[src/rtl/crc_acc_pkg.sv]
package crc_acc_pkg;
  localparam int unsigned ACC_W  = 32;
  localparam int unsigned DATA_W = 64;
  localparam int unsigned SZ_W   = 2;
  localparam logic [ACC_W-1:0] POLY_STD = 32'h04C11DB7;
  localparam logic [ACC_W-1:0] POLY_CAS = 32'h1EDC6F41;
  localparam logic [9:0] OPC_HI = 10'b0011010110;
  localparam logic [2:0] OPC_MID = 3'b010;

  typedef struct packed {
    logic            sf;
    logic            cast;
    logic [SZ_W-1:0] sz;
    logic            opc_ok;
  } crc_dec_t;

  function automatic logic [ACC_W-1:0] reflect_acc(input logic [ACC_W-1:0] v);
    logic [ACC_W-1:0] r;
    for (int i = 0; i < ACC_W; i++) r[i] = v[ACC_W-1-i];
    return r;
  endfunction

  // one LSB-first step: fold a data bit into the reflected register
  function automatic logic [ACC_W-1:0] lsb_step(input logic [ACC_W-1:0] c,
                                                input logic d,
                                                input logic [ACC_W-1:0] rpoly);
    logic fb;
    fb = c[0] ^ d;
    return (c >> 1) ^ (fb ? rpoly : '0);
  endfunction

  function automatic int unsigned width_of(input logic [SZ_W-1:0] sz);
    return 8 << sz;
  endfunction
endpackage

[src/rtl/crc_insn_decode.sv]
module crc_insn_decode
  import crc_acc_pkg::*;
(
  input  logic [31:0] insn,
  input  logic        feat_en,
  output crc_dec_t    dec,
  output logic        illegal
);
  logic width_bad;

  always_comb begin
    dec.sf     = insn[31];
    dec.cast   = insn[12];
    dec.sz     = insn[11:10];
    dec.opc_ok = (insn[30:21] == OPC_HI) && (insn[15:13] == OPC_MID);
    width_bad  = dec.sf ? (dec.sz != 2'b11) : (dec.sz == 2'b11);
    illegal    = !feat_en || !dec.opc_ok || width_bad;
  end
endmodule

[src/rtl/crc_poly_select.sv]
module crc_poly_select
  import crc_acc_pkg::*;
(
  input  logic             cast,
  output logic [ACC_W-1:0] rpoly
);
  localparam logic [ACC_W-1:0] RSTD = reflect_acc(POLY_STD);
  localparam logic [ACC_W-1:0] RCAS = reflect_acc(POLY_CAS);
  assign rpoly = cast ? RCAS : RSTD;
endmodule

[src/rtl/crc_reduce.sv]
module crc_reduce
  import crc_acc_pkg::*;
#(
  parameter int unsigned DW = DATA_W,
  parameter int unsigned AW = ACC_W
) (
  input  logic [AW-1:0]   acc,
  input  logic [DW-1:0]   data,
  input  logic [SZ_W-1:0] sz,
  input  logic [AW-1:0]   rpoly,
  output logic [DW-1:0]   step_en,
  output logic [AW-1:0]   crc
);
  localparam int unsigned CW = $clog2(DW) + 1;
  logic [CW-1:0] nbits;
  logic [AW-1:0] chain [DW+1];

  assign nbits = CW'(width_of(sz));
  assign chain[0] = acc;

  for (genvar i = 0; i < DW; i++) begin : g_stage
    assign step_en[i] = (CW'(i) < nbits);
    assign chain[i+1] = step_en[i] ? lsb_step(chain[i], data[i], rpoly) : chain[i];
  end

  assign crc = chain[DW];
endmodule

[src/rtl/crc32_acc_unit.sv]
module crc32_acc_unit
  import crc_acc_pkg::*;
(
  input  logic        clk,
  input  logic        rst_n,
  input  logic [31:0] insn,
  input  logic        feat_en,
  input  logic [31:0] acc_in,
  input  logic [63:0] data_in,
  output logic [31:0] result,
  output logic        undef
);
  crc_dec_t          dec;
  logic              illegal;
  logic [ACC_W-1:0]  rpoly;
  logic [DATA_W-1:0] step_en;
  logic [ACC_W-1:0]  crc_c;

  crc_insn_decode u_dec (.insn(insn), .feat_en(feat_en), .dec(dec), .illegal(illegal));
  crc_poly_select u_poly (.cast(dec.cast), .rpoly(rpoly));
  crc_reduce #(.DW(DATA_W), .AW(ACC_W)) u_red (
    .acc(acc_in), .data(data_in), .sz(dec.sz), .rpoly(rpoly),
    .step_en(step_en), .crc(crc_c));

  always_ff @(posedge clk or negedge rst_n) begin
    if (!rst_n) begin
      result <= '0;
      undef  <= 1'b0;
    end else begin
      result <= illegal ? '0 : crc_c;
      undef  <= illegal;
    end
  end
endmodule

[config.mk]
export PLATFORM = sky130hd
export DESIGN_NAME = crc32_acc_unit
export DESIGN_NICKNAME = d
export VERILOG_FILES = /design/src/rtl/crc_acc_pkg.sv /design/src/rtl/crc_insn_decode.sv /design/src/rtl/crc_poly_select.sv /design/src/rtl/crc_reduce.sv /design/src/rtl/crc32_acc_unit.sv
export SDC_FILE = /design/constraint.sdc
export NUM_CORES = 1
export LEC_CHECK = 0
export BUFFER_PORTS_ARGS = -buffer_cell sky130_fd_sc_hd__buf_4
export CAP_MARGIN = 20
export CELL_PAD_IN_SITES_DETAIL_PLACEMENT = 2
export CELL_PAD_IN_SITES_GLOBAL_PLACEMENT = 2
export CORE_ASPECT_RATIO = 1.1
export CORE_MARGIN = 2
export CORE_UTILIZATION = 37
export CTS_CLUSTER_SIZE = 25
export DETAILED_ROUTE_END_ITERATION = 12
export MAX_ROUTING_LAYER = met4
export PLACE_DENSITY = 0.82
export SYNTH_ARGS = -nofsm -noshare
export SYNTH_HDL_FRONTEND = slang
export SYNTH_HIERARCHICAL = 1
export SYNTH_SLANG_ARGS = --single-unit
[constraint.sdc]
create_clock -name clk -period 0.8 [get_ports clk]
set_input_delay 0.16 -clock clk [delete_from_list [all_inputs] [get_ports clk]]
set_output_delay 0.16 -clock clk [all_outputs]
set_load 0.005 [all_outputs]
==> results.sh, run 1 <==
export IMPL_status="did not finish"
export IMPL_failing_step="global routing"
export IMPL_error_line="[ERROR GRT-0232] Routing congestion too high. Check the congestion heatmap in the GUI."
export IMPL_start_util=0.373
export IMPL_gp_congestion=0.898
export IMPL_core_rowCount=128
export IMPL_crit_endpoint="result[9]$_DFF_PN0_/D"
export IMPL_grt_usage=0.700
export IMPL_yosys_warnings=6
export IMPL_die_y_um=354
export IMPL_synthCells=6536
export IMPL_place_hpwl_mm=173
export IMPL_antenna_found_initial=40
export IMPL_htree_levels=2
export IMPL_syn_area_per_cell_um2=6.32
export IMPL_grt_overflow=62
export IMPL_placed_cell_area_um2=48400
export IMPL_grt_start_max_net_pins=191
export IMPL_post_place_ws_ps=-25960
export IMPL_num_io_pins=164
export IMPL_port_buffers=148
export IMPL_cts_path_max_buffers=2
export IMPL_worstEpCategory="sequential cell input"
export IMPL_die_x_um=323
export IMPL_syn_area_um2=41300
export IMPL_cts_buffers_inserted=5
export IMPL_cts_root_buffer="clkbuf_16"
layer usage:
layer  overflow  GRT usage
met1          1      0.668
met2         38      0.898
met3          2      0.472
met4         21      0.730
met5          -          -
through the flow:
step	hold WS [ps]	cells
floorplan	-136	6549
detailed placement	-1.09	8354
CTS	231	8405
global placement	-3.78	8354
timing repair:
| action | CTS |
|---|---|
| hold buffers | 1 |
| pin swaps | 62 |
| buffers inserted | 41 |
| resized for setup | 150 |
| gates cloned | 1 |
| endpoints found under the hold margin | 33 |
| setup endpoints to repair | 66 |
==> run 2, diff against run 1 <==
Settings changed: CELL_PAD_IN_SITES_DETAIL_PLACEMENT 2 to unset, CELL_PAD_IN_SITES_GLOBAL_PLACEMENT 2 to unset, CORE_ASPECT_RATIO 1.1 to unset, CORE_UTILIZATION 37 to 40, CTS_CLUSTER_SIZE 25 to unset, MAX_ROUTING_LAYER met4 to unset, PLACE_DENSITY 0.82 to unset, PLACE_DENSITY_LB_ADDON set to 0.15.
==> run 2 against run 1 <==
  * Synthesized area is the same
  * Synthesized cell count unchanged
  * The flow now finishes, with violations (setup timing)
==> results.sh, run 2 <==
export IMPL_yosys_warnings=6
export IMPL_cts_tree="yes"
export IMPL_status="finished with violations"
export IMPL_fin_setup_tns_ps=-727620
export IMPL_dieArea_um2=106000
export IMPL_tightest_slew_ps=1070
export IMPL_hold_class="primary input to async pin"
export IMPL_syn_area_per_cell_um2=6.32
export IMPL_cp_max_fo=8
export IMPL_antenna_found_initial=0
export IMPL_port_buffers=148
export IMPL_core_rowCount=117
export IMPL_final_cell_mix="xnor2_1 (1593), nand2_1 (1475), buf_4 (908)"
export IMPL_start_util=0.405
export IMPL_route_antenna_remaining_nets=0
export IMPL_vias_per_cell=5.27
export IMPL_syn_to_final_growth_pct=21.0
export IMPL_worst_hold_slack_ps=360
export IMPL_top_regs="result (32), undef (1)"
export IMPL_worst_ep_required_time_ps=960
export IMPL_grt_overflow=0
export IMPL_fmax_mhz=42.6
export IMPL_slew_headroom=0.285
export IMPL_drt_iter0_markers=3337
export IMPL_drt_wl_total_mm=145
export IMPL_slowest_stage="or4_4"
export IMPL_routedWlPerCell_um=17.4
export IMPL_violations="setup timing"
export IMPL_dr_pass1_iters=6
export IMPL_place_hpwl_mm=105
export IMPL_grt_pass1_vias=40500
export IMPL_diodes=0
export IMPL_placed_cell_area_um2=48100
export IMPL_clkSinkCount=33
export IMPL_finalCritPeriodShare=29.3
export IMPL_largest_reg_flops=32
export IMPL_gp_congestion=0.876
export IMPL_largest_register="result"
export IMPL_period_minus_slack_ps=23460
export IMPL_drive_gt1_frac=0.192
export IMPL_grt_pass1_wl_mm=229
export IMPL_fillCellCount=10400
export IMPL_final_cells=8297
export IMPL_cpMostUsedCell="xnor2_2"
export IMPL_design_area_um2=50000
export IMPL_syn_area_um2=41300
export IMPL_cts_buffers_inserted=5
export IMPL_clk_pin_slew_ps=50
export IMPL_dp_cells=8220
export IMPL_synthCells=6536
export IMPL_mostFrequentLayoutCell="xnor2_1"
export IMPL_drc=0
export IMPL_nNetsFinal=7060
export IMPL_die_y_um=325
export IMPL_rsz0062_at_grt="yes"
export IMPL_grt_usage=0.259
export IMPL_critPathLaunchType="primary input"
export IMPL_htree_levels=2
export IMPL_drv_slew=0
export IMPL_cap_violations=0
export IMPL_num_io_pins=164
export IMPL_coreArea_um2=102000
export IMPL_hold_viol=0
export IMPL_regArea_um2=826
export IMPL_cp_end_kind="flip-flop"
export IMPL_cts_root_buffer="clkbuf_16"
export IMPL_grt_start_max_net_pins=170
export IMPL_arrival_ps=23620
export IMPL_die_x_um=325
export IMPL_vias=43700
export IMPL_setup_ws_ps=-22660
export IMPL_path_class="primary input to flip-flop"
export IMPL_max_stage_delay_ps=570
export IMPL_multi_input_area_um2=39200
export IMPL_cts_path_max_buffers=2
export IMPL_finalSetupViolations=66
run 2: critical path: cells and delay by family:
family,cells,cell delay (ps)
AOI/OAI and AO/OA,37,7460
and+or+nand+nor,35,6920
xor gates and xnor gates,30,5560
muxes,7,2050
buffers and inverters,9,1420
run 2: stage by stage:
stage	util	worst slack (ps)
2_1_floorplan	-	-23450
6_report	0.490	-22660
5_1_grt	0.490	-23940
4_1_cts	0.481	-22340
3_5_place_dp	0.472	-23400
3_3_place_gp	0.472	-23130
run 2: cell type report:
cell class / count / area share
multi-input combinational: 5847 / 0.785
clock buffer: 7 / 0.00285
inverter: 62 / 0.00495
timing repair buffer: 980 / 0.157
sequential: 33 / 0.0165
tap: 1368 / 0.0342
run 2: what timing repair did:
action | CTS | global route
resized for setup | 103 | 114
pin swaps | 55 | 98
hold endpoints to repair | 33 | 0
hold buffers | 1 | 0
setup endpoints to repair | 66 | 66
setup buffers | 31 | 35
gates cloned | 2 | 5
run 2: worst max path at each step:
stage,startpoint,endpoint,slack (ps),cells past startpoint
4_1_cts,acc_in[0],result[25],-22340,116
3_5_place_dp,acc_in[4],result[12],-23400,118
3_3_place_gp,acc_in[4],result[18],-23130,118
2_1_floorplan,insn[12],result[6],-23450,119
5_1_grt,acc_in[0],result[26],-23940,122
6_report,acc_in[0],result[29],-22660,118
run 2: layer usage:
| layer | routed length (um) | track usage | vias to the layer above | share of wire |
|---|---|---|---|---|
| met2 | 65300 | 0.429 | 1103 | 0.45 |
| met4 | 2820 | 0.0474 | 0 | 0.019 |
| met3 | 6650 | 0.0152 | 111 | 0.046 |
| met5 | 0 | 0 | - | 0 |
| li1 | - | - | 22100 | - |
| met1 | 70000 | 0.371 | 20400 | 0.48 |
Power of run 2 is not shown: default switching activity piles up to over one toggle a cycle in this logic, so the estimate is an artifact.
